$ cat config.mk
export PLATFORM = sky130hd
export DESIGN_NAME = pit_channel
export DESIGN_NICKNAME = d
export VERILOG_FILES = /design/src/rtl/pit_chan_pkg.sv /design/src/rtl/pit_modulo_phase.sv /design/src/rtl/pit_elapsed.sv /design/src/rtl/pit_outsel.sv /design/src/rtl/pit_channel.sv
export SDC_FILE = /design/constraint.sdc
export NUM_CORES = 1
export LEC_CHECK = 0
export BUFFER_PORTS_ARGS = -buffer_cell sky130_fd_sc_hd__clkbuf_2
export CORE_ASPECT_RATIO = 1.5
export CORE_MARGIN = 2
export CORE_UTILIZATION = 50
export DETAILED_ROUTE_END_ITERATION = 7
export PLACE_DENSITY = 0.77
export SLEW_MARGIN = 10
export SYNTH_ARGS = -nofsm -noshare
export SYNTH_HDL_FRONTEND = slang
export SYNTH_SLANG_ARGS = --single-unit
$ cat constraint.sdc
create_clock -name clk -period 12.4 [get_ports clk]
set_clock_uncertainty 0.2 [all_clocks]
set_input_delay 1.24 -clock clk [delete_from_list [all_inputs] [get_ports clk]]
set_output_delay 1.24 -clock clk [all_outputs]
set_load 0.03 [all_outputs]
$ cat src/rtl/pit_chan_pkg.sv
package pit_chan_pkg;

  typedef enum logic [2:0] {
    PM_TC_INT    = 3'd0,
    PM_ONESHOT   = 3'd1,
    PM_RATE      = 3'd2,
    PM_SQUARE    = 3'd3,
    PM_SW_STROBE = 3'd4,
    PM_HW_STROBE = 3'd5
  } pit_mode_e;

  // codes 6 and 7 alias the two periodic modes
  function automatic pit_mode_e decode_mode(input logic [2:0] sel);
    if (sel[2] && sel[1]) return pit_mode_e'({1'b0, sel[1:0]});
    return pit_mode_e'(sel);
  endfunction

  function automatic logic gate_restarts(input pit_mode_e m);
    return (m == PM_ONESHOT) || (m == PM_RATE) || (m == PM_SQUARE) || (m == PM_HW_STROBE);
  endfunction

  function automatic logic gate_pauses(input pit_mode_e m);
    return (m == PM_TC_INT) || (m == PM_SW_STROBE);
  endfunction

endpackage

$ cat src/rtl/pit_modulo_phase.sv
// Tracks (STEP * d) mod limit; STEP may be 1 or 2.
module pit_modulo_phase #(
  parameter int CW   = 16,
  parameter int STEP = 1
) (
  input  logic          clk,
  input  logic          rst,
  input  logic          clear,
  input  logic          adv,
  input  logic [CW:0]   limit,
  output logic [CW:0]   ph_nxt
);
  localparam int SW = CW + 2;

  logic [CW:0]   ph_q;
  logic [SW-1:0] lim_w;
  logic [SW-1:0] sum;
  logic [SW-1:0] red1;
  logic [SW-1:0] red2;

  assign lim_w = {1'b0, limit};
  assign sum   = {1'b0, ph_q} + SW'(STEP);
  assign red1  = (sum >= lim_w) ? (sum - lim_w) : sum;

  generate
    if (STEP > 1) begin : g_second_wrap
      assign red2 = (red1 >= lim_w) ? (red1 - lim_w) : red1;
    end else begin : g_single_wrap
      assign red2 = red1;
    end
  endgenerate

  always_comb begin
    if (clear)    ph_nxt = '0;
    else if (adv) ph_nxt = red2[CW:0];
    else          ph_nxt = ph_q;
  end

  always_ff @(posedge clk) begin
    if (rst) ph_q <= '0;
    else     ph_q <= ph_nxt;
  end
endmodule

$ cat src/rtl/pit_elapsed.sv
// Saturating elapsed-tick count and wrapping down counter for one-shot modes.
module pit_elapsed #(
  parameter int CW = 16
) (
  input  logic          clk,
  input  logic          rst,
  input  logic          clear,
  input  logic          adv,
  input  logic [CW:0]   limit,
  output logic [CW:0]   dsat_nxt,
  output logic [CW-1:0] rem_nxt
);
  logic [CW:0]   dsat_q;
  logic [CW-1:0] rem_q;

  always_comb begin
    if (clear) begin
      dsat_nxt = '0;
      rem_nxt  = limit[CW-1:0];
    end else if (adv) begin
      dsat_nxt = (dsat_q > limit) ? dsat_q : dsat_q + 1'b1;
      rem_nxt  = rem_q - 1'b1;
    end else begin
      dsat_nxt = dsat_q;
      rem_nxt  = rem_q;
    end
  end

  always_ff @(posedge clk) begin
    if (rst) begin
      dsat_q <= '0;
      rem_q  <= '0;
    end else begin
      dsat_q <= dsat_nxt;
      rem_q  <= rem_nxt;
    end
  end
endmodule

$ cat src/rtl/pit_outsel.sv
// Output waveform and readback count, registered.
module pit_outsel
  import pit_chan_pkg::*;
#(
  parameter int CW = 16
) (
  input  logic          clk,
  input  logic          rst,
  input  pit_mode_e     mode,
  input  logic [CW:0]   limit,
  input  logic [CW:0]   dsat,
  input  logic [CW-1:0] rem,
  input  logic [CW:0]   ph1,
  input  logic [CW:0]   ph2,
  output logic          out_q,
  output logic [CW-1:0] cnt_q
);
  logic [CW+1:0] half;
  logic          reached;
  logic          at_lim;
  logic          started;
  logic [CW:0]   diff;
  logic          out_c;
  logic [CW-1:0] cnt_c;

  assign half    = ({1'b0, limit} + (CW+2)'(1)) >> 1;
  assign reached = (dsat >= limit);
  assign at_lim  = (dsat == limit);
  assign started = (dsat != '0);

  always_comb begin
    diff = '0;
    case (mode)
      PM_TC_INT:  out_c = reached;
      PM_ONESHOT: out_c = !reached;
      PM_RATE:    out_c = (ph1 == '0) && started;
      PM_SQUARE:  out_c = ({1'b0, ph1} < half);
      default:    out_c = at_lim;
    endcase
    case (mode)
      PM_RATE: begin
        diff  = limit - ph1;
        cnt_c = diff[CW-1:0];
      end
      PM_SQUARE: begin
        diff  = limit - ph2;
        cnt_c = diff[CW-1:0];
      end
      default: cnt_c = rem;
    endcase
  end

  always_ff @(posedge clk) begin
    if (rst) begin
      out_q <= 1'b1;
      cnt_q <= '0;
    end else begin
      out_q <= out_c;
      cnt_q <= cnt_c;
    end
  end
endmodule

$ cat src/rtl/pit_channel.sv
module pit_channel
  import pit_chan_pkg::*;
#(
  parameter int CW = 16
) (
  input  logic          clk,
  input  logic          rst,
  input  logic          tick_en,
  input  logic          gate,
  input  logic          load,
  input  logic [CW-1:0] load_value,
  input  logic [2:0]    mode_sel,
  output logic          out_pin,
  output logic [CW-1:0] count_value
);
  localparam logic [CW:0] FULL_COUNT = {1'b1, {CW{1'b0}}};

  pit_mode_e     mode_q, mode_nxt;
  logic [CW:0]   limit_q, limit_nxt;
  logic          gate_q;
  logic          gate_rise;
  logic          restart;
  logic          advance;
  logic [CW:0]   ph1_nxt, ph2_nxt, dsat_nxt;
  logic [CW-1:0] rem_nxt;

  assign mode_nxt  = load ? decode_mode(mode_sel) : mode_q;
  assign limit_nxt = !load ? limit_q :
                     (load_value == '0) ? FULL_COUNT : {1'b0, load_value};
  assign gate_rise = gate && !gate_q;
  assign restart   = load || (gate_rise && gate_restarts(mode_q));
  assign advance   = tick_en && !restart && (!gate_pauses(mode_q) || gate);

  always_ff @(posedge clk) begin
    if (rst) begin
      mode_q  <= PM_SQUARE;
      limit_q <= FULL_COUNT;
      gate_q  <= 1'b0;
    end else begin
      mode_q  <= mode_nxt;
      limit_q <= limit_nxt;
      gate_q  <= gate;
    end
  end

  pit_modulo_phase #(.CW(CW), .STEP(1)) phase_single_i (
    .clk(clk), .rst(rst), .clear(restart), .adv(advance),
    .limit(limit_nxt), .ph_nxt(ph1_nxt)
  );

  pit_modulo_phase #(.CW(CW), .STEP(2)) phase_double_i (
    .clk(clk), .rst(rst), .clear(restart), .adv(advance),
    .limit(limit_nxt), .ph_nxt(ph2_nxt)
  );

  pit_elapsed #(.CW(CW)) elapsed_i (
    .clk(clk), .rst(rst), .clear(restart), .adv(advance),
    .limit(limit_nxt), .dsat_nxt(dsat_nxt), .rem_nxt(rem_nxt)
  );

  pit_outsel #(.CW(CW)) outsel_i (
    .clk(clk), .rst(rst), .mode(mode_nxt), .limit(limit_nxt),
    .dsat(dsat_nxt), .rem(rem_nxt), .ph1(ph1_nxt), .ph2(ph2_nxt),
    .out_q(out_pin), .cnt_q(count_value)
  );
endmodule

After elaboration in Yosys (flattened, before gate mapping)

Cells that the tools add are included.

Register bits: 105
Bits of input ports: 24
Output and inout bits: 17
Word-level logic and storage cells: 75

$add $sub $neg: 10
Order comparisons: 6
Equality and inequality tests: 9
Mux-type cells: 20
Reductions and logical operators: 21

Operators with widths:

| operator                                                             | number |
|---|---|
| 17-bit 2-to-1 mux                                                    | 11 |
| 18-bit by 17-bit greater-or-equal comparator with 1-bit output       | 3 |
| 17-bit by 1-bit adder with 18-bit output, second input constant      | 2 |
| 17-bit subtractor                                                    | 2 |
| 16-bit 2-to-1 mux                                                    | 2 |
| 16-bit case mux with 2 select lines                                  | 1 |
| 16-bit subtractor                                                    | 2 |
| 17-bit by 2-bit adder with 18-bit output, second input constant      | 1 |
| 18-bit 2-to-1 mux                                                    | 1 |
| 18-bit by 17-bit subtractor with 18-bit output                       | 1 |
| 17-bit by 1-bit adder with 17-bit output, second input constant      | 1 |
| 17-bit == test                                                       | 1 |
| 17-bit greater-or-equal comparator                                   | 1 |
| 17-bit greater-than comparator                                       | 1 |
| 17-bit zero test                                                     | 1 |
| 17-bit < comparator                                                  | 1 |
| 17-bit nonzero test                                                  | 1 |
| 16-bit zero test                                                     | 1 |
| 16-bit by 1-bit subtractor with 16-bit output, second input constant | 1 |
| 3-bit by 2-bit == test with 1-bit output, second input constant      | 4 |
| 3-bit 2-to-1 mux                                                     | 3 |
| 3-bit by 1-bit == test with 1-bit output, second input constant      | 2 |
| 3-bit == test, second input constant                                 | 2 |
| 1-bit logical AND                                                    | 6 |
| 5 further kinds                                                      | 14 |

Longest topological paths before layout

Gate-level depths: netlist of run 1.

Depth after elaboration: 14
Mapped depth: 44

Cells and area by module

A second synthesis of run 1 with hierarchy kept.

Cell total of the unflattened synthesis: 1,492
Area, all modules: 11,690.0 µm²

Modules (own cells, without submodules):

| module                             | instances | cells an instance | area each (µm²) |
|---|---|---|---|
| pit_modulo_phase at phase_double_i | 1         | 442               | 3,255.6 |
| pit_outsel                         | 1         | 343               | 2,691.3 |
| pit_modulo_phase at phase_single_i | 1         | 332               | 2,513.7 |
| pit_elapsed                        | 1         | 291               | 2,262.2 |
| pit_channel                        | 1         | 84                | 967.2 |

Worst setup path before layout of run 1

OpenSTA, ideal clock, no wires.

Path kind: input -> register
From: input port load
To: register outsel_i.cnt_q[15]
Setup time: 0.129 ns
Arrival: 9.349 ns
Data required time: 12.071 ns
Setup slack: 2.721 ns
Cell stages on the path: 35
Cell sequence: buf_6 -> clkbuf_1 -> buf_1 -> mux2i_1 -> ha_1 -> nand4_1 -> nor3_1 -> nor4bb_1 -> nor4b_2 -> nand3_1 -> clkbuf_1 -> mux2_2 -> ha_1 -> a21oi_1 -> o21ai_0 -> nor2_1 -> a2111oi_0 -> o2bb2ai_1 -> a211o_1 -> or2_1 -> clkbuf_1 -> buf_1 -> o21ai_0 -> a211oi_1 -> mux2i_1 -> ha_1 -> a21o_1 -> a21o_1 -> a21oi_1 -> nand4_1 -> o2111ai_2 -> a31oi_2 -> o22a_1 -> o31ai_1 -> nor4_2

Word-level cells in the longest chain between the ends: 9

Ends and longest elaborated chain:

| what                                                                                                                                    | line                   | source |
|---|---|---|
| from (decl)                                                                                                                             | pit_channel.sv:10      | `input logic load,` |
| 17-bit 2-to-1 mux                                                                                                                       | pit_channel.sv:28      | `assign limit_nxt = !load ? limit_q :` |
| 18-bit by 17-bit subtractor with 18-bit output / 18-bit by 17-bit greater-or-equal comparator with 1-bit output (equally long branches) | pit_modulo_phase.sv:23 | `assign red1 = (sum >= lim_w) ? (sum - lim_w) : sum;` |
| 18-bit 2-to-1 mux                                                                                                                       | pit_modulo_phase.sv:23 |  |
| 17-bit subtractor / 18-bit by 17-bit greater-or-equal comparator with 1-bit output (equally long branches)                              | pit_modulo_phase.sv:27 | `assign red2 = (red1 >= lim_w) ? (red1 - lim_w) : red1;` |
| 17-bit 2-to-1 mux                                                                                                                       | pit_modulo_phase.sv:27 |  |
| 17-bit 2-to-1 mux                                                                                                                       | pit_modulo_phase.sv:35 | `else if (adv) ph_nxt = red2[CW:0];` |
| 17-bit 2-to-1 mux                                                                                                                       | pit_modulo_phase.sv:34 | `if (clear) ph_nxt = '0;` |
| 16-bit subtractor                                                                                                                       | pit_outsel.sv:46       | `diff = limit - ph2;` |
| 16-bit case mux with 2 select lines *                                                                                                   | pit_outsel.sv:40       | `case (mode)` |
| to (signal assigned)                                                                                                                    | pit_outsel.sv:59       | `cnt_q <= cnt_c;` |
| to (decl)                                                                                                                               | pit_outsel.sv:16       | `output logic [CW-1:0] cnt_q` |

Every way passes the cells marked *; elsewhere a longest branch is shown, timed or not.
A chain may end at the register's enable or synchronous reset.

Final worst setup path of run 1

Ends and elaborated chain as after synthesis.

==> summary.txt, run 1 <==
STA
  – Finish-stage setup viols: 0
  – Final slew viol count: 0
  – Max Fclk: 97.3 MHz
  – Final period utilization: 82.9%
  – Final Hold Vio Count: 0
  – RSZ-0062 raised after global routing: false
  – Worst slew margin: 33.3%
  – Tmin final: ~10 ns
  – Setup_tns: 0 ns
  – Worst-margin pin slew: 0.998 ns

Clocking
  – CTS tree: done
  – CTS sink count: 105
  – Hold-fix buffers at CTS: 0
  – Post-CTS Resized: 0
  – Worst-skew pair later-pin latency: 0.37 ns
  – Post-CTS Setup Inserts: 0
  – Clock buffer count from CTS: 9
  – Longest Clk Path Bufs: 2
  – Worst-path clk slew: roughly 0.070 ns
  – Clock root buffer: clkbuf_16
  – CTS H-Tree Depth: 3

Setup path
  – CP max stage cell: nand3_1
  – Crit path max fanout: 27
  – Most frequent CP cell: o21ai_0
  – Crit path launch type: input port
  – CP max stage delay: 0.78 ns
  – Crit end category: register
  – Worst EP arrival: 10.36 ns
  – Worst setup path class: in2reg
  – Worst endpoint required time: approximately 12 ns
  – Worst reg2reg path depth: 36

Placement
  – DP Cell Count: 1694
  – DP HPWL: 27300 um
  – PortBufs: 40
  – Routability congestion estimate: between 1 and 1.5

Logic synthesis
  – Async SR Flop Fraction: 0%
  – Share of Yosys cell area claimed by the top area cell type: between 10% and 20%
  – Commonest cells post-synth: nor2_1 (176), ha_1 (112), nand2_1 (106), dfxtp_1 (105)
  – Gate Count Post-Synth: 1418
  – Top_reg_cell synth: dfxtp_1
  – Synthesized flop and latch total: 105
  – Synth warnings: 0
  – Seq/Total Area, Yosys: about 20%
  – Synth Area per Inst: roughly 7.6 um2
  – Synth area leaders: dfxtp_1 (20%), ha_1 (13%), xnor2_1 (8.1%)
  – Most frequent cell after synthesis: nor2_1
  – Area of the mapped netlist: 10700 um2
  – Distinct cells, synth: 85
  – EDFF count, synth: 0
  – Synth area leader: dfxtp_1
  – Syn Nets: between 1500 and 2000

Detailed routing
  – Via Count: 10900
  – Routed WL: between 30000 and 40000 um
  – DRT antenna net count: 0
  – Starting DRC count in detailed routing: between 900 and 1000
  – Routed wire per std cell: 21.3 um
  – Drt drc: 0
  – Drt first pass iters: 5
  – Vias per cell: 6.38

Floorplan
  – Die Y: 183 um
  – Total core area: 21100 um2
  – Die X: 124 um
  – IO Count: 41
  – Starting density of the core: around half
  – FP Rows: 65
  – Die Footprint: 22700 um2

Power and ir drop
  – Combinational share of power: 45.5%
  – Net Sw Frac: 40.5%
  – Pleak: 0.00492 uW
  – VDD IR max: 0.0000793 V
  – Psw: 493 uW
  – Int Power: 723 uW
  – Sequential share of power: 30.8%
  – Clock share of power: 23.7%
  – PD cells: 105 nW/um2

Final layout
  – Post-Layout Cell Count: 1711
  – Layout area overhead: 7.51%
  – Fin nets: 1577
  – Share of layout cells above drive strength 1: 7.63%

GRT
  – Largest net degree at the start of global routing: 80
  – GRT Util Overall: about a third
  – Initial antenna violation count: 1
  – Vias in the first global route: ~11000
  – Global-route wire length before repair: 56900 um
  – Total grt overflow: 0

Hold path
  – Hold/Removal Path Class: reg2reg
  – Worst Hold Depth: 2

Flow run
  – MaxCap Viol Count: 0

Status
  – Status: finished clean
layout make-up:
| cell class | count | area, um2 |
|---|---|---|
| flip-flops and latches | 105 | 2100 |
| fillers | 2011 | 9530 |
| repair buffers | 64 | 380 |
| clock inverters | 1 | 8.76 |
| well taps | 268 | 335 |
| clock buffers | 15 | 278 |
| diodes | 1 | 2.50 |
| inverters | 72 | 270 |
| multi-input cells | 1185 | 8150 |
worst paths after layout:
check                                                       start                       endpoint  slack (ns)
worst min-delay path                elapsed_i.rem_q[0]$_SDFF_PP0_  elapsed_i.rem_q[0]$_SDFF_PP0_        0.32
worst min register to register      elapsed_i.rem_q[0]$_SDFF_PP0_  elapsed_i.rem_q[0]$_SDFF_PP0_        0.32
worst max register to register  phase_double_i.ph_q[4]$_SDFF_PP0_  outsel_i.cnt_q[15]$_SDFF_PP0_        2.40
worst max-delay path                                         load  outsel_i.cnt_q[15]$_SDFF_PP0_        2.12
critical path, delay by kind of cell:
family / cells / cell delay (ns)
AND/OR/NAND/NOR: 12 / 3.19
AO/OA/AOI/OAI: 14 / 3.11
adder cells (fa/ha/maj): 4 / 1.42
buffers and inverters: 3 / 1.16
multiplexers: 1 / 0.18
stage by stage:
stage	instance area, um2	total power (uW)	hold slack [ns]	setup WS, ns	util [%]
4_1_cts	11500	1210	0.322	2.29	54.7
6_report	11500	1220	0.317	2.12	54.7
2_1_floorplan	10700	778	0.276	2.72	-
3_5_place_dp	11200	921	0.310	1.96	53.4
3_3_place_gp	11200	915	0.299	2.21	53.4
5_1_grt	11500	1280	0.351	1.47	54.7
logic make-up (layout without fill, tap and decap cells):
kind of cell | count (synthesis) | after routing | share of synthesized area (%)
multiplexers | 37 | 37 | 3.80
other | 0 | 1 | 0
flip-flops | 105 | 105 | 19.6
XOR/XNOR | 132 | 132 | 11.2
adder cells (fa/ha/maj) | 120 | 120 | 14.2
AND/OR/NAND/NOR | 532 | 532 | 24.4
buffers and inverters | 128 | 152 | 4.64
AO/OA/AOI/OAI | 364 | 364 | 22.2
power by group through the flow:
stage	registers (uW)	clock network, uW	logic [uW]
detailed placement	382	0	539
global placement	381	0	534
floorplan	396	0	381
CTS	374	291	542
global route	377	302	602
finish	374	287	553
routing by layer:
| layer | track usage, % | part of all wire [%] | vias to the layer above |
|---|---|---|---|
| li1 | - | - | 5147 |
| met5 | 0 | 0 | - |
| met3 | 6.28 | 6.6 | 213 |
| met2 | 54.3 | 47 | 470 |
| met4 | 28.9 | 10 | 0 |
| met1 | 35.1 | 36 | 5093 |
state kept, by name (all words and copies together), names as in the netlist:
name / cells
elapsed_i.dsat_q: 17
limit_q: 17
phase_double_i.ph_q: 17
phase_single_i.ph_q: 17
elapsed_i.rem_q: 16
outsel_i.cnt_q: 16
mode_q: 3
gate_q: 1
outsel_i.out_q: 1
layout by cell type (no fill, tap or decap), types with 7 or more instances in the layout:
cell / instances
nor2_1: 176
ha_1: 112
nand2_1: 106
dfxtp_1: 105
xnor2_1: 99
a21oi_1: 99
o21ai_0: 82
inv_1: 71
nor3_1: 50
clkbuf_2: 40
nand3_1: 35
a21o_1: 32
xor2_1: 30
nor2b_1: 30
mux2i_1: 28
nand4_1: 27
buf_4: 24
a211oi_1: 22
and3_1: 17
or3_1: 17
nand2b_1: 17
o21a_1: 15
nor4_1: 11
a31oi_1: 10
a311oi_1: 9
clkbuf_16: 9
o21ai_1: 8
and2_1: 7
o21bai_1: 7
nor3b_1: 7
and4_1: 7
Note: power is estimated with default switching activity, not from simulation.
==> inputs of run 2 (changes only) <==
--- a/config.mk
+++ b/config.mk
@@ -10,7 +10,7 @@
 export CORE_MARGIN = 2
 export CORE_UTILIZATION = 50
 export DETAILED_ROUTE_END_ITERATION = 7
-export PLACE_DENSITY = 0.77
+export PLACE_DENSITY = 0.79
 export SLEW_MARGIN = 10
 export SYNTH_ARGS = -nofsm -noshare
 export SYNTH_HDL_FRONTEND = slang
==> constraint.sdc (replaced) <==
create_clock -name clk -period 8.94 [get_ports clk]
set_clock_uncertainty 0.2 [all_clocks]
set_input_delay 0.894 -clock clk [delete_from_list [all_inputs] [get_ports clk]]
set_output_delay 0.894 -clock clk [all_outputs]
set_load 0.03 [all_outputs]
==> run 2 against run 1 <==
Compared with the run above:
- sequential power rose by 39%
- routed wire length fell by 1.1%
- utilization rose by 1.5 points
- first-iteration DRC count rose by 2.2%
- non-clock buffer count rose by 23
- design area rose by 2.7%
- largest power group unchanged
- critical path depth rose by 2
- sequential share of layout area fell by 0.47 points
- worst setup slack got worse by 1.6 ns
- register-to-register slack got worse by 1.9 ns
==> summary.txt, run 2 (synthesized netlist as in run 1, its figures left out) <==
Detailed routing
  – DRT antenna net count: 0 (unchanged)
  – Starting DRC count in detailed routing: 983 (was 962)
  – Via Count: 11100 (was 10900)
  – Drt first pass iters: 6 (was 5)
  – Drt drc: 0 (unchanged)
  – Vias per cell: 6.40 (was 6.38)
  – Routed WL: 36000 um (was 36400 um)
  – Routed wire per std cell: 20.8 um (was 21.3 um)

Placement
  – Routability congestion estimate: 1.03 (was 1.01)
  – DP HPWL: 27200 um (was 27300 um)
  – PortBufs: 40 (unchanged)
  – Place WS: 0.0850 ns (was 1.96 ns)

STA
  – Max Fclk: between 100 and 150 MHz
  – Final WS setup: 0.509 ns (was 2.12 ns)
  – Hold_ws: 0.314 ns (was 0.317 ns)
  – Finish-stage setup viols: 0 (unchanged)
  – Worst slew margin: 34.8% (was 33.3%)
  – Final slew viol count: 0 (unchanged)
  – Tmin final: between 8 and 9 ns
  – Final Hold Vio Count: 0 (unchanged)
  – Worst-margin pin slew: 0.978 ns (was 0.998 ns)
  – Final period utilization: roughly 94%

Setup path
  – CP max stage cell: dfxtp_2 (was nand3_1)
  – Setup crit start: phase_double_i.ph_q[3]$_SDFF_PP0_ (was load)
  – Crit path max fanout: 17 (was 27)
  – Crit path launch type: register (was input port)
  – Worst R2R Setup Slack: 0.51 ns (was 2.40 ns)
  – R2r endpoint: outsel_i.cnt_q[14]$_SDFF_PP0_ (was outsel_i.cnt_q[15]$_SDFF_PP0_)
  – Worst reg2reg path depth: 36 (unchanged)
  – Reg2Reg Launch Point: phase_double_i.ph_q[3]$_SDFF_PP0_ (was phase_double_i.ph_q[4]$_SDFF_PP0_)
  – Crit end category: register (unchanged)
  – Most frequent CP cell: nand3_1 (was o21ai_0)
  – CP bufs+invs: 2 (was 3)
  – CP max stage delay: 0.44 ns (was 0.78 ns)
  – Critical path depth: 36 (was 34)
  – Worst setup path class: reg2reg (was in2reg)
  – Worst EP arrival: 8.50 ns (was 10.36 ns)
  – CP top delay family: compound AO/OA/AOI/OAI gates (was simple AND/OR/NAND/NOR gates)
  – Worst endpoint required time: 9.01 ns (was 12.48 ns)
  – CP endpoint: outsel_i.cnt_q[14]$_SDFF_PP0_ (was outsel_i.cnt_q[15]$_SDFF_PP0_)

Clocking
  – Worst-path clk slew: 0.08 ns (was 0.07 ns)
  – Clock buffer count from CTS: 9 (unchanged)
  – Clock root buffer: clkbuf_16 (unchanged)
  – Longest Clk Path Bufs: 2 (unchanged)
  – Hold-fix buffers at CTS: 0 (unchanged)
  – CTS tree: done (unchanged)
  – CTS H-Tree Depth: 3 (unchanged)
  – Worst-skew pair later-pin latency: 0.38 ns (was 0.37 ns)
  – CTS sink count: 105 (unchanged)

Final layout
  – Commonest cells after routing, fill and taps aside: nor2_1 (172), ha_1 (112), nand2_1 (106) (was nor2_1 (176), ha_1 (112), nand2_1 (106))
  – Share of layout cells above drive strength 1: 10.2% (was 7.63%)
  – Antenna Cells: 0 (was 1)
  – Post-Route Utilization: 56.2% (was 54.7%)
  – Fill cell count: 1944 (was 2011)
  – Layout area overhead: 10.5% (was 7.51%)
  – Fin nets: 1600 (was 1577)
  – Commonest non-fill, non-tap cell in the layout: nor2_1 (unchanged)

Floorplan
  – FP Rows: 65 (unchanged)
  – Die Footprint: 22700 um2 (unchanged)
  – Total core area: 21100 um2 (unchanged)
  – Die X: 124 um (unchanged)
  – Die Y: 183 um (unchanged)
  – IO Count: 41 (unchanged)
  – Starting density of the core: 50.9% (unchanged)

Power and ir drop
  – Pwr Total: 1790 uW (was 1220 uW)
  – PD cells: 151 nW/um2 (was 105 nW/um2)
  – VDD IR max: 0.0000955 V (was 0.0000793 V)
  – Pleak: 0.00508 uW (was 0.00492 uW)

GRT
  – Total grt overflow: 0 (unchanged)
  – GRT Util Overall: 32.1% (was 32.9%)
  – Vias in the first global route: 10600 (was 10700)
  – Largest net degree at the start of global routing: 80 (unchanged)
  – Initial antenna violation count: 0 (was 1)
  – Global-route wire length before repair: 55700 um (was 56900 um)

Status
  – Status: finished clean (unchanged)

Hold path
  – Hold/Removal Path Class: reg2reg (unchanged)

Flow run
  – MaxCap Viol Count: 0 (unchanged)
## run 2: cell types whose count changed in the layout (fill, tap and decap cells not counted), moves of 3 or more
cell	delta
buf_4	+22
mux2i_1	-4
nor2_1	-4
o21ai_1	+3
nor2_2	+3
o21ai_0	-3
bufinv_16	+3
mux2i_2	+3
clkbuf_1	-3
clkbuf_8	-3
## run 2: worst min-delay path by stage
stage                             startpoint                            end  slack [ns]  cells past startpoint
2_1_floorplan  elapsed_i.rem_q[0]$_SDFF_PP0_  elapsed_i.rem_q[0]$_SDFF_PP0_        0.28                      2
3_3_place_gp   elapsed_i.rem_q[0]$_SDFF_PP0_  elapsed_i.rem_q[0]$_SDFF_PP0_        0.29                      2
3_5_place_dp   elapsed_i.rem_q[0]$_SDFF_PP0_  elapsed_i.rem_q[0]$_SDFF_PP0_        0.30                      2
4_1_cts        elapsed_i.rem_q[0]$_SDFF_PP0_  elapsed_i.rem_q[0]$_SDFF_PP0_        0.32                      2
5_1_grt        elapsed_i.rem_q[0]$_SDFF_PP0_  elapsed_i.rem_q[0]$_SDFF_PP0_        0.35                      2
6_report       elapsed_i.rem_q[0]$_SDFF_PP0_  elapsed_i.rem_q[0]$_SDFF_PP0_        0.31                      2
## run 2: where the power goes
group          internal [uW]  leakage, uW  switching [uW]
clock                    277     0.000164             204
sequential               498     0.000861            21.1
combinational            307      0.00405             479
total                   1080      0.00508             704
## run 2: final cells by class
cell class / instances / area, um2 / share of cell area (%)
Multi-Input combinational cell: 1185 / 8220 / 69.4
Sequential cell: 105 / 2100 / 17.8
Timing Repair Buffer: 87 / 568 / 4.80
Tap cell: 268 / 335 / 2.83
Inverter: 72 / 270 / 2.28
Clock buffer: 9 / 225 / 1.90
Clock inverter: 7 / 125 / 1.06
## run 2: metrics by stage
step                      cell area [um2]  TNS [ns]  instances
after floorplan                     10700         0       1418
after global routing                11800    -0.111       1733
after detailed placement            11400         0       1713
after CTS                           11800         0       1729
after global placement              11400         0       1713
final                               11800         0       1733
## run 2: layer usage
metal	wire length [um]	vias to the layer above	track usage [%]
li1	-	5192	-
met1	12700	5184	34.4
met2	16900	485	53.6
met3	2780	224	6.16
met4	3590	0	26.6
met5	0	-	0
## run 2: worst register-to-register path: cells and delay by family (launching register included)
family	cells	cell delay, ns
AO/OA/AOI/OAI	13	2.75
XOR/XNOR	2	0.33
adder cells (fa/ha/maj)	4	1.28
buffers and inverters	2	0.29
flip-flops	1	0.44
multiplexers	2	0.75
AND/OR/NAND/NOR	13	2.27
## run 2: what timing repair did
action / 4_1_cts / 5_1_grt
setup endpoints to repair: 0 / 12
resized for setup: 0 / 16
setup buffers: 0 / 4
==> inputs of run 3 (changes only) <==
--- a/config.mk
+++ b/config.mk
@@ -8,9 +8,9 @@
 export BUFFER_PORTS_ARGS = -buffer_cell sky130_fd_sc_hd__clkbuf_2
 export CORE_ASPECT_RATIO = 1.5
 export CORE_MARGIN = 2
-export CORE_UTILIZATION = 50
+export CORE_UTILIZATION = 42
 export DETAILED_ROUTE_END_ITERATION = 7
-export PLACE_DENSITY = 0.79
+export PLACE_DENSITY = 0.7
 export SLEW_MARGIN = 10
 export SYNTH_ARGS = -nofsm -noshare
 export SYNTH_HDL_FRONTEND = slang
==> run 3 against run 2 <==
Compared with the run above:
- power down 3.8%
- die area up 19%
- hold slack better by 0.013 ns
- design area up 0.17%
- combinational power up 1%
- clock-buffer cell count up 4
- critical endpoint unchanged
==> summary.txt, run 3 (synthesized netlist as in run 1, its figures left out) <==
Flow run
  – MaxCap Viol Count: 0 (unchanged)

Hold path
  – Hold path startpoint: elapsed_i.rem_q[0]$_SDFF_PP0_ (unchanged)
  – Worst Hold Depth: 2 (unchanged)
  – Hold/Removal Path Class: reg2reg (unchanged)
  – Worst Hold End: elapsed_i.rem_q[0]$_SDFF_PP0_ (unchanged)

STA
  – Setup_tns: 0 ns (unchanged)
  – Final Hold Vio Count: 0 (unchanged)
  – Final period utilization: 94.8% (was 94.3%)
  – Finish-stage setup viols: 0 (unchanged)
  – Worst slew margin: 22.0% (was 34.8%)
  – Max Fclk: 118 MHz (was 119 MHz)
  – Final slew viol count: 0 (unchanged)
  – Tmin final: 8.47 ns (was 8.43 ns)
  – Worst-margin pin slew: 1.17 ns (was 0.978 ns)

GRT
  – GRT Util Overall: 27.4% (was 32.1%)
  – Global-route wire length before repair: 56700 um (was 55700 um)
  – Total grt overflow: 0 (unchanged)
  – Vias in the first global route: 10800 (was 10600)
  – Initial antenna violation count: 0 (unchanged)
  – Largest net degree at the start of global routing: 53 (was 80)

Clocking
  – Worst-path clk slew: 0.08 ns (about the same)
  – CTS H-Tree Depth: 3 (unchanged)
  – Clock buffer count from CTS: 9 (unchanged)
  – CTS sink count: 105 (unchanged)
  – Clock root buffer: clkbuf_16 (unchanged)
  – CTS tree: done (unchanged)
  – Longest Clk Path Bufs: 2 (unchanged)
  – Worst-skew pair later-pin latency: 0.38 ns (about the same)

Floorplan
  – Die Footprint: 26900 um2 (was 22700 um2)
  – Die Y: 200 um (was 183 um)
  – Total core area: 25100 um2 (was 21100 um2)
  – FP Rows: 71 (was 65)
  – Die X: 134 um (was 124 um)
  – Starting density of the core: 42.8% (was 50.9%)
  – IO Count: 41 (unchanged)

Detailed routing
  – Via Count: 11000 (was 11100)
  – Drt first pass iters: 5 (was 6)
  – Drt drc: 0 (unchanged)
  – DRT antenna net count: 0 (unchanged)
  – Routed wire per std cell: 20.3 um (was 20.8 um)
  – Routed WL: 36300 um (was 36000 um)
  – Vias per cell: 6.13 (was 6.40)
  – Starting DRC count in detailed routing: 755 (was 983)

Final layout
  – Share of layout cells above drive strength 1: 10.2% (about the same)
  – Layout area overhead: 10.6% (was 10.5%)
  – Fin nets: 1599 (was 1600)
  – Post-Layout Cell Count: 1792 (was 1733)
  – Post-Route Utilization: 47.4% (was 56.2%)
  – Antenna Cells: 0 (unchanged)
  – Commonest cells after routing, fill and taps aside: nor2_1 (173), ha_1 (110), nand2_1 (106) (was nor2_1 (172), ha_1 (112), nand2_1 (106))
  – Commonest non-fill, non-tap cell in the layout: nor2_1 (unchanged)
  – Fill cell count: 2489 (was 1944)

Setup path
  – Most frequent CP cell: nand3_1 (unchanged)
  – Reg2Reg Launch Point: phase_double_i.ph_q[3]$_SDFF_PP0_ (unchanged)
  – Crit end category: register (unchanged)
  – R2r endpoint: outsel_i.cnt_q[14]$_SDFF_PP0_ (unchanged)
  – Worst setup path class: reg2reg (unchanged)
  – Worst reg2reg path depth: 36 (unchanged)
  – CP max stage cell: dfxtp_4 (was dfxtp_2)
  – Worst endpoint required time: 9.00 ns (was 9.01 ns)
  – CP max stage delay: 0.42 ns (was 0.44 ns)
  – Crit path max fanout: 15 (was 17)
  – Worst R2R Setup Slack: 0.47 ns (was 0.51 ns)
  – Worst EP arrival: 8.54 ns (was 8.50 ns)
  – Crit path launch type: register (unchanged)

Placement
  – Routability congestion estimate: 1.03 (about the same)
  – DP Cell Count: 1770 (was 1713)
  – PortBufs: 40 (unchanged)
  – DP HPWL: 27800 um (was 27200 um)

Power and ir drop
  – VDD IR max: 0.000101 V (was 0.0000955 V)
  – Pleak: 0.00504 uW (was 0.00508 uW)
  – PD cells: 145 nW/um2 (was 151 nW/um2)

Status
  – Status: finished clean (unchanged)
run 3: routing by layer:
| layer | wire [um] | GRT usage (%) |
|---|---|---|
| met2 | 17600 | 47.4 |
| met5 | 0 | 0 |
| met1 | 13800 | 29.8 |
| met3 | 1910 | 3.53 |
| met4 | 3050 | 22.2 |
run 3: power breakdown:
part	total, uW	switching (uW)	internal (uW)
Clock	405	199	206
Sequential	519	21.3	498
Combinational	794	486	309
Total	1720	706	1010
run 3: cell type report:
type	instances	area (um2)	area share (%)
clock inverters	3	23.8	0.200
inverters	72	270	2.28
flip-flops and latches	105	2110	17.8
repair buffers	86	549	4.63
well taps	328	410	3.46
multi-input cells	1185	8240	69.5
clock buffers	13	260	2.19
run 3: how the worst max path moves through the flow:
stage	startpoint	to	slack, ns
6_report	phase_double_i.ph_q[3]$_SDFF_PP0_	outsel_i.cnt_q[14]$_SDFF_PP0_	0.47
5_1_grt	phase_double_i.ph_q[3]$_SDFF_PP0_	outsel_i.cnt_q[14]$_SDFF_PP0_	-0.02
4_1_cts	phase_double_i.ph_q[3]$_SDFF_PP0_	outsel_i.cnt_q[14]$_SDFF_PP0_	0.18
3_5_place_dp	load	outsel_i.cnt_q[14]$_SDFF_PP0_	0.19
3_3_place_gp	load	outsel_i.cnt_q[14]$_SDFF_PP0_	0.36
2_1_floorplan	load	outsel_i.cnt_q[15]$_SDFF_PP0_	0.09
run 3: metrics by stage:
stage	cell area, um2	worst slack (ns)	hold WS, ns	total power (uW)
finish	11900	0.466	0.327	1720
global route	11900	-0.0209	0.343	1800
CTS	11700	0.183	0.321	1690
detailed placement	11500	0.192	0.311	1290
global placement	11500	0.362	0.298	1280
floorplan	10700	0.0907	0.276	1080
run 3: critical path: cells and delay by family (launching register included):
kind | cells | cell delay, ns
buffers and inverters | 2 | 0.24
flip-flops | 1 | 0.42
AO/OA/AOI/OAI | 13 | 2.80
adder cells (fa/ha/maj) | 4 | 1.29
AND/OR/NAND/NOR | 13 | 2.30
multiplexers | 2 | 0.73
XOR/XNOR | 2 | 0.33
run 3: what timing repair did:
action                                  CTS  global route
endpoints found under the setup margin    0            12
gates resized for setup                   0            23
setup buffers                             0             6
hold buffers                              0             0
